File: src/rtl/sti_pkg.sv
package sti_pkg;
  localparam int unsigned DIV_W  = 8;
  localparam int unsigned CODE_W = 3;
  localparam int unsigned ADDR_W = 2;

  localparam logic [ADDR_W-1:0] A_DIV  = 2'd0;
  localparam logic [ADDR_W-1:0] A_FILT = 2'd1;
  localparam logic [ADDR_W-1:0] A_CFG  = 2'd2;
  localparam logic [ADDR_W-1:0] A_STAT = 2'd3;

  // writable configuration bits; positions 3 and 1 stay zero
  localparam logic [7:0] CFG_MASK = 8'hF5;

  typedef struct packed {
    logic act_low;     // 7
    logic open_drain;  // 6
    logic latch;       // 5
    logic any_rd_clr;  // 4
    logic rsv3;        // 3
    logic clk_en;      // 2
    logic rsv1;        // 1
    logic raw_en;      // 0
  } irq_cfg_t;
endpackage

File: src/rtl/sti_regs.sv
module sti_regs
  import sti_pkg::*;
(
  input  logic              clk,
  input  logic              rst_n,
  input  logic              reg_wr,
  input  logic              reg_rd,
  input  logic [ADDR_W-1:0] reg_addr,
  input  logic [7:0]        reg_wdata,
  input  logic [7:0]        status,
  output logic [7:0]        reg_rdata,
  output logic [DIV_W-1:0]  div_q,
  output logic [CODE_W-1:0] code_q,
  output irq_cfg_t          cfg_q,
  output logic              restart,
  output logic              status_rd
);
  always_ff @(posedge clk) begin
    if (!rst_n) begin
      div_q  <= '0;
      code_q <= '0;
      cfg_q  <= '0;
    end else if (reg_wr) begin
      case (reg_addr)
        A_DIV:   div_q  <= reg_wdata[DIV_W-1:0];
        A_FILT:  code_q <= reg_wdata[CODE_W-1:0];
        A_CFG:   cfg_q  <= irq_cfg_t'(reg_wdata & CFG_MASK);
        default: ;
      endcase
    end
  end

  assign restart   = reg_wr && (reg_addr == A_DIV || reg_addr == A_FILT);
  assign status_rd = reg_rd && (reg_addr == A_STAT);

  always_comb begin
    reg_rdata = '0;
    if (reg_rd) begin
      case (reg_addr)
        A_DIV:   reg_rdata = 8'(div_q);
        A_FILT:  reg_rdata = 8'(code_q);
        A_CFG:   reg_rdata = cfg_q;
        default: reg_rdata = status;
      endcase
    end
  end


  cfg_rsv_chk: assert property (@(posedge clk) disable iff (!rst_n)
    (reg_rd && reg_addr == A_CFG) |-> (reg_rdata[3] == 1'b0 && reg_rdata[1] == 1'b0));
endmodule

File: src/rtl/sti_tick.sv
module sti_tick
  import sti_pkg::*;
#(
  parameter int unsigned FAST_CYC = 31250,
  parameter int unsigned SLOW_CYC = 250000
) (
  input  logic              clk,
  input  logic              rst_n,
  input  logic              restart,
  input  logic [CODE_W-1:0] code,
  input  logic [DIV_W-1:0]  div,
  output logic              sample_tick
);
  localparam int unsigned BCW = (SLOW_CYC > 1) ? $clog2(SLOW_CYC) : 1;

  logic [BCW-1:0]   bcnt;
  logic [BCW-1:0]   blim;
  logic [DIV_W-1:0] dcnt;
  logic             base_tick;

  assign blim        = (code == '0) ? BCW'(FAST_CYC - 1) : BCW'(SLOW_CYC - 1);
  assign base_tick   = (bcnt == blim);
  assign sample_tick = base_tick && (dcnt == div);

  always_ff @(posedge clk) begin
    if (!rst_n || restart) begin
      bcnt <= '0;
      dcnt <= '0;
    end else if (base_tick) begin
      bcnt <= '0;
      dcnt <= (dcnt == div) ? '0 : dcnt + 1'b1;
    end else begin
      bcnt <= bcnt + 1'b1;
    end
  end


  restart_quiet_chk: assert property (@(posedge clk) disable iff (!rst_n)
    restart |=> !sample_tick);

  tick_spacing_chk: assert property (@(posedge clk) disable iff (!rst_n)
    (sample_tick && !restart) |=> !sample_tick);
endmodule

File: src/rtl/sti_status.sv
module sti_status (
  input  logic clk,
  input  logic rst_n,
  input  logic sample_tick,
  input  logic pll_locked,
  input  logic status_rd,
  output logic raw_flag,
  output logic clk_flag,
  output logic clk_evt
);
  logic pll_q;

  assign clk_evt = pll_locked && !pll_q;

  always_ff @(posedge clk) begin
    if (!rst_n) begin
      pll_q    <= 1'b0;
      raw_flag <= 1'b0;
      clk_flag <= 1'b0;
    end else begin
      pll_q    <= pll_locked;
      raw_flag <= sample_tick || (raw_flag && !status_rd);
      clk_flag <= clk_evt || (clk_flag && !status_rd);
    end
  end


  raw_hold_chk: assert property (@(posedge clk) disable iff (!rst_n)
    (raw_flag && !status_rd) |=> raw_flag);

  status_clr_chk: assert property (@(posedge clk) disable iff (!rst_n)
    (status_rd && !sample_tick) |=> !raw_flag);
endmodule

File: src/rtl/sti_irq.sv
module sti_irq
  import sti_pkg::*;
#(
  parameter int unsigned PULSE_CYC = 12500
) (
  input  logic     clk,
  input  logic     rst_n,
  input  irq_cfg_t cfg,
  input  logic     raw_evt,
  input  logic     clk_evt,
  input  logic     any_rd,
  input  logic     status_rd,
  output logic     int_pin,
  output logic     int_oe
);
  localparam int unsigned PCW = $clog2(PULSE_CYC + 1);

  logic           evt;
  logic           clr;
  logic           latched_q;
  logic [PCW-1:0] pcnt;
  logic           active;

  assign evt    = (raw_evt && cfg.raw_en) || (clk_evt && cfg.clk_en);
  assign clr    = cfg.any_rd_clr ? any_rd : status_rd;
  assign active = latched_q || (pcnt != '0);

  always_ff @(posedge clk) begin
    if (!rst_n) begin
      latched_q <= 1'b0;
      pcnt      <= '0;
    end else begin
      latched_q <= cfg.latch && (evt || (latched_q && !clr));
      if (evt && !cfg.latch)
        pcnt <= PCW'(PULSE_CYC);
      else if (pcnt != '0)
        pcnt <= pcnt - 1'b1;
    end
  end

  assign int_pin = active ^ cfg.act_low;
  assign int_oe  = cfg.open_drain ? active : 1'b1;


  latch_hold_chk: assert property (@(posedge clk) disable iff (!rst_n)
    (latched_q && cfg.latch && !clr) |=> latched_q);

  pulse_start_chk: assert property (@(posedge clk) disable iff (!rst_n)
    (evt && !cfg.latch) |=> active);

  od_release_chk: assert property (@(posedge clk) disable iff (!rst_n)
    (cfg.open_drain && !active) |-> !int_oe);
endmodule

File: src/rtl/sens_tick_irq.sv
module sens_tick_irq
  import sti_pkg::*;
#(
  parameter int unsigned FAST_CYC  = 31250,
  parameter int unsigned SLOW_CYC  = 250000,
  parameter int unsigned PULSE_CYC = 12500
) (
  input  logic       clk,
  input  logic       rst_n,
  input  logic       reg_wr,
  input  logic       reg_rd,
  input  logic [1:0] reg_addr,
  input  logic [7:0] reg_wdata,
  output logic [7:0] reg_rdata,
  input  logic       pll_locked,
  output logic       int_pin,
  output logic       int_oe
);
  logic [DIV_W-1:0]  div_q;
  logic [CODE_W-1:0] code_q;
  irq_cfg_t          cfg_q;
  logic              restart;
  logic              status_rd;
  logic              sample_tick;
  logic              raw_flag;
  logic              clk_flag;
  logic              clk_evt;
  logic [7:0]        status;

  assign status = {5'b0, clk_flag, 1'b0, raw_flag};

  sti_regs u_regs (
    .clk(clk), .rst_n(rst_n), .reg_wr(reg_wr), .reg_rd(reg_rd),
    .reg_addr(reg_addr), .reg_wdata(reg_wdata), .status(status),
    .reg_rdata(reg_rdata), .div_q(div_q), .code_q(code_q), .cfg_q(cfg_q),
    .restart(restart), .status_rd(status_rd)
  );

  sti_tick #(.FAST_CYC(FAST_CYC), .SLOW_CYC(SLOW_CYC)) u_tick (
    .clk(clk), .rst_n(rst_n), .restart(restart), .code(code_q),
    .div(div_q), .sample_tick(sample_tick)
  );

  sti_status u_status (
    .clk(clk), .rst_n(rst_n), .sample_tick(sample_tick),
    .pll_locked(pll_locked), .status_rd(status_rd),
    .raw_flag(raw_flag), .clk_flag(clk_flag), .clk_evt(clk_evt)
  );

  sti_irq #(.PULSE_CYC(PULSE_CYC)) u_irq (
    .clk(clk), .rst_n(rst_n), .cfg(cfg_q), .raw_evt(sample_tick),
    .clk_evt(clk_evt), .any_rd(reg_rd), .status_rd(status_rd),
    .int_pin(int_pin), .int_oe(int_oe)
  );


  stat_rsv_chk: assert property (@(posedge clk) disable iff (!rst_n)
    (reg_rd && reg_addr == A_STAT) |-> (reg_rdata[7:3] == 5'b0 && reg_rdata[1] == 1'b0));
endmodule

File: config.mk
export PLATFORM = sky130hd
export DESIGN_NAME = sens_tick_irq
export DESIGN_NICKNAME = d
export VERILOG_FILES = /design/src/rtl/sti_pkg.sv /design/src/rtl/sti_regs.sv /design/src/rtl/sti_tick.sv /design/src/rtl/sti_status.sv /design/src/rtl/sti_irq.sv /design/src/rtl/sens_tick_irq.sv
export SDC_FILE = /design/constraint.sdc
export NUM_CORES = 1
export LEC_CHECK = 0
export CAP_MARGIN = 20
export CORE_ASPECT_RATIO = 1.75
export CORE_MARGIN = 4
export CORE_UTILIZATION = 40
export CTS_CLUSTER_DIAMETER = 40
export DETAILED_ROUTE_END_ITERATION = 16
export DONT_BUFFER_PORTS = 1
export SETUP_SLACK_MARGIN = 0.15
export SYNTH_ARGS = -nofsm -noshare
export SYNTH_HDL_FRONTEND = slang
export SYNTH_HIERARCHICAL = 1
export SYNTH_SLANG_ARGS = --single-unit
File: constraint.sdc
create_clock -name clk -period 4.8 [get_ports clk]
set_clock_uncertainty 0.1 [all_clocks]
set_input_delay 0.96 -clock clk [delete_from_list [all_inputs] [get_ports clk]]
set_output_delay 0.96 -clock clk [all_outputs]
set_load 0.02 [all_outputs]
[After elaboration in Yosys (flattened, before gate mapping)]
Cells that the tools add are included.
Word-level totals
  bits of input ports: 15
  flip-flop bits (word level): 61
  bits in latches: 0
  RAM bits: 0
  memories kept: 0
  bits in read-only memories: 0
  word-level logic and storage cells: 66
  output and inout bits: 10
Operators by class
  bitwise logic cells: 2
  reductions and logical operators: 32
  $lt $le $gt $ge: 0
  multipliers: 0
  $add $sub $neg: 3
  equal/unequal tests: 5
  div/mod/pow operators: 0
  muxes and demuxes: 8
  shift operators: 0
Operators with widths (number)
  two-way mux 14 bit: 2
  one-hot mux 8 bit (3 select lines): 1
  adder 18 x 1 -> 18 bit, second input constant: 1
  equality test 18 bit: 1
  two-way mux 18 bit: 1
  two-way mux 8 bit: 2
  nonzero test 14 bit: 1
  subtractor 14 x 1 -> 14 bit, second input constant: 1
  logical AND 1 bit: 11
  adder 8 x 1 -> 8 bit, second input constant: 1
  equality test 8 bit: 1
  logical OR 1 bit: 7
  AND reduction 2 bit: 3
  zero test 1 bit: 5
  equality test 2 bit, second input constant: 2
  OR reduction 2 bit: 2
  zero test 3 bit: 1
  equality test 2 x 1 -> 1 bit, second input constant: 1
  zero test 2 bit: 1
  two-way mux 1 bit: 2
  nonzero test 2 bit: 1
  inverter 1 bit: 1
  bitwise XOR 1 bit: 1

[Longest topological paths before layout]
  word-level depth: 8
  gate-level depth with buffers: 9
  depth with buffers taken out: 8

[Hierarchy]
The synthesis kept the hierarchy.
By module, submodules not included
  sti_tick: instances 1, seq. area each 520.5 um^2, area an instance 1398.8 um^2, cells an instance 159
  sti_regs: instances 1, seq. area each 340.3 um^2, area an instance 905.9 um^2, cells an instance 98
  sti_irq: instances 1, seq. area each 300.3 um^2, area an instance 785.8 um^2, cells an instance 92
  sti_status: instances 1, seq. area each 60.1 um^2, area an instance 108.9 um^2, cells an instance 9
  sens_tick_irq: instances 1, seq. area each 0.0 um^2, area an instance 3.8 um^2, cells an instance 1

[Least setup slack after synthesis]
No wires, ideal clock.
  path type: input to output
  from: input reg_addr[1]
  to: output reg_rdata[3]
  arrival time: 1.778 ns
  path buffers: 1
  setup slack: 1.962 ns
  stages: 3
  data required time: 3.740 ns
  cell sequence: buf_6 or3b_1 a21boi_1
On the way
  word-level cells in the longest chain between the ends: 3
  elaborated cells on any way between the ends: 5
  those cells by class: eq/ne: 2; mux: 2; reduce/logical: 1
Ends and longest elaborated chain
  start: declaration: line sens_tick_irq.sv:12  | input logic [1:0] reg_addr,
  equality test 2 bit, or another cell as far along: line sti_regs.sv:39  | case (reg_addr)
  one-hot mux 8 bit (3 select lines) (*): line sti_regs.sv:39
  two-way mux 8 bit (*): line sti_regs.sv:38  | if (reg_rd) begin
  end: declaration: line sens_tick_irq.sv:14  | output logic [7:0] reg_rdata,
Mark *: on every way between the ends. The rest lies on a longest branch, timed or not.

[Worst setup path after layout]
  from: register u_irq.pcnt[0]
  to: output int_pin
On the way
  word-level cells in the longest chain between the ends: 3
Ends and longest elaborated chain
  start: declaration: line sti_irq.sv:21  | logic [PCW-1:0] pcnt;
  start signal: assignment: line sti_irq.sv:35  | pcnt <= PCW'(PULSE_CYC);
  start signal: assignment: line sti_irq.sv:37  | pcnt <= pcnt - 1'b1;
  nonzero test 14 bit: line sti_irq.sv:26  | assign active = latched_q || (pcnt != '0);
  logical OR 1 bit: line sti_irq.sv:26
  bitwise XOR 1 bit: line sti_irq.sv:41  | assign int_pin = active ^ cfg.act_low;
  end: declaration: line sens_tick_irq.sv:16  | output logic int_pin,
No other way between the ends.

==> run summary <==
CP Class: reg -> out
flop-to-flop setup slack: 2.23 ns
DIE AREA: 9510 um2
final net count: 381
Final Cell Area: 3600 um2
antenna violations before repair: 0
drt initial violations: 86
CP Cell Sequence: inv_1, ha_1, nor4b_1, nand4_1, nor2_1, xnor2_1
Hold Slack: 0.389 ns
most frequent cells in the layout: dfxtp_1 (61), nand2_1 (45), nor2_1 (26)
final setup vio count: 0
Hold Crit Depth: 2
post-route setup TNS: 0 ns
Mapped Area: 3180 um2
CTS tree: yes
Worst Slack Setup Final: 1.60 ns
reg2reg path depth: 7
Die Y: 126 um
Max-slew headroom: 0.505
largest net degree at the start of global routing: 35
slowest stage delay, CP: 0.32 ns
Clock Latency Late Sink: 0.33 ns
commonest non-fill, non-tap cell in the layout: dfxtp_1
Die X: 75.4 um
worst r2r src: u_tick/bcnt[0]
Critical Path AT: 2.14 ns
CP Launch Type: flop
cts bufs inserted: 9
critical path endpoint category: primary output
RePlAce Congestion: 0.739
crit-path max FO: 5
Final HPWL DP: 5.43 mm
drc violations: 0
I/O Pins: 25
clk slew on worst S/H paths: 0.05 ns
Critical path origin: u_irq/pcnt[0]
Total GRT Usage: 0.170
htree depth: 3
slew of the pin with the lowest slew margin: 0.737 ns
row count: 42
Starting Density: 0.415
Root Buffer Master: clkbuf_16
pre-CTS setup slack: 1.93 ns
worst hold path class: reg -> reg
Worst Path Buf+Inv: 1
ANT nets after route: 0
highest-delay cell along the critical path: nor4b_1
Cell Pwr Density: 489 nW/um2
post-CTS resize count: 0
first-pass detailed-route iteration total: 4
DR WL/cell: 16.4 um
syn_area_per_cell: 8.94 um2
Final Hold Fails: 0
routed wire length: 7.48 mm
n_diodes: 0
P_leak: 1.40 nW
Core Area: 7670 um2
hold path startpoint: u_regs/code_q[2]
post-route minimum period: 3.20 ns
Critical R2R Capture: u_irq/pcnt[1]
area delta synth->final: 13.1%
grt ovf: 0
Sink Count: 61
fin. max-slew vios: 0
total power: 1.76 mW
Worst VDD drop: 338 uV
Top Family by Delay on Critical Path: simple AND/OR/NAND/NOR gates
WP data required: 3.74 ns
Worst path depth: 6
drt via density: 5.66
number of global-route vias before repair: 2506
setup bufs post-CTS: 0
max-cap viol count: 0
Via Count: 2576
Mapped Cells: 356
status: finished, final reports clean
f_max: 312 MHz
Syn. warnings: 6
period utilisation layout: 0.667
CP endpoint: int_pin
CTS Hold Bufs: 0
clk buf depth: 2
global-route wire length before repair: 12.4 mm
setup repair after global routing missed its margin: no
layout cells sized above 1: 0.0926
Filler Cell Count: 746
IO buf count: 0
Area after DPL: 3260 um2
## sequential cells by signal, summed over array words and instances (netlist names)
| register | cells |
|---|---|
| u_status/clk_flag | 1 |
| u_tick/bcnt | 18 |
| u_regs/div_q | 8 |
| u_regs/code_q | 3 |
| u_regs/cfg_q | 6 |
| u_irq/latched_q | 1 |
| u_status/pll_q | 1 |
| u_irq/pcnt | 14 |
| u_tick/dcnt | 8 |
| u_status/raw_flag | 1 |
## worst reg2reg max path: stages, from the launching register on
cell	delay [ns]
dfxtp_1	0.43
nand4b_1	0.17
nor4_1	0.43
o21ai_2	0.30
nor2_1	0.26
a22oi_1	0.14
o21ai_1	0.48
a211oi_1	0.12
## stage by stage
stage | instances | utilization
floorplan | 361 | -
global placement | 439 | 0.425
detailed placement | 439 | 0.425
CTS | 455 | 0.469
global route | 455 | 0.469
finish | 455 | 0.469
## worst min-delay path by stage
stage / endpoint / slack [ns]
6_report: u_regs/code_q[2] / 0.39
5_1_grt: u_irq/pcnt[3] / 0.42
4_1_cts: u_regs/code_q[1] / 0.39
3_5_place_dp: u_regs/code_q[1] / 0.39
3_3_place_gp: u_regs/cfg_q[6] / 0.36
2_1_floorplan: u_tick/bcnt[0] / 0.34
## report_power, final
group | internal [mW] | switching, mW | total, mW
Combinational | 0.163 | 0.235 | 0.398
Sequential | 0.563 | 0.0571 | 0.620
Clock | 0.520 | 0.224 | 0.744
Total | 1.25 | 0.516 | 1.76
## final cells by class
type                            count  area (um2)  area share
Sequential cell                    61        1220       0.339
Multi-Input combinational cell    280        1890       0.524
Tap cell                           88         110      0.0306
Clock inverter                      4        95.1      0.0264
Clock buffer                       12         246      0.0685
Timing Repair Buffer                1        7.51     0.00208
Inverter                            9        33.8     0.00938
## routing by layer
metal,track usage,wire (um),up-vias
met4,0.0731,148,0
li1,-,-,1298
met1,0.184,2950,1237
met2,0.299,4190,30
met5,0,0,-
met3,0.0455,191,11
Note: power is estimated with default switching activity, not from simulation.
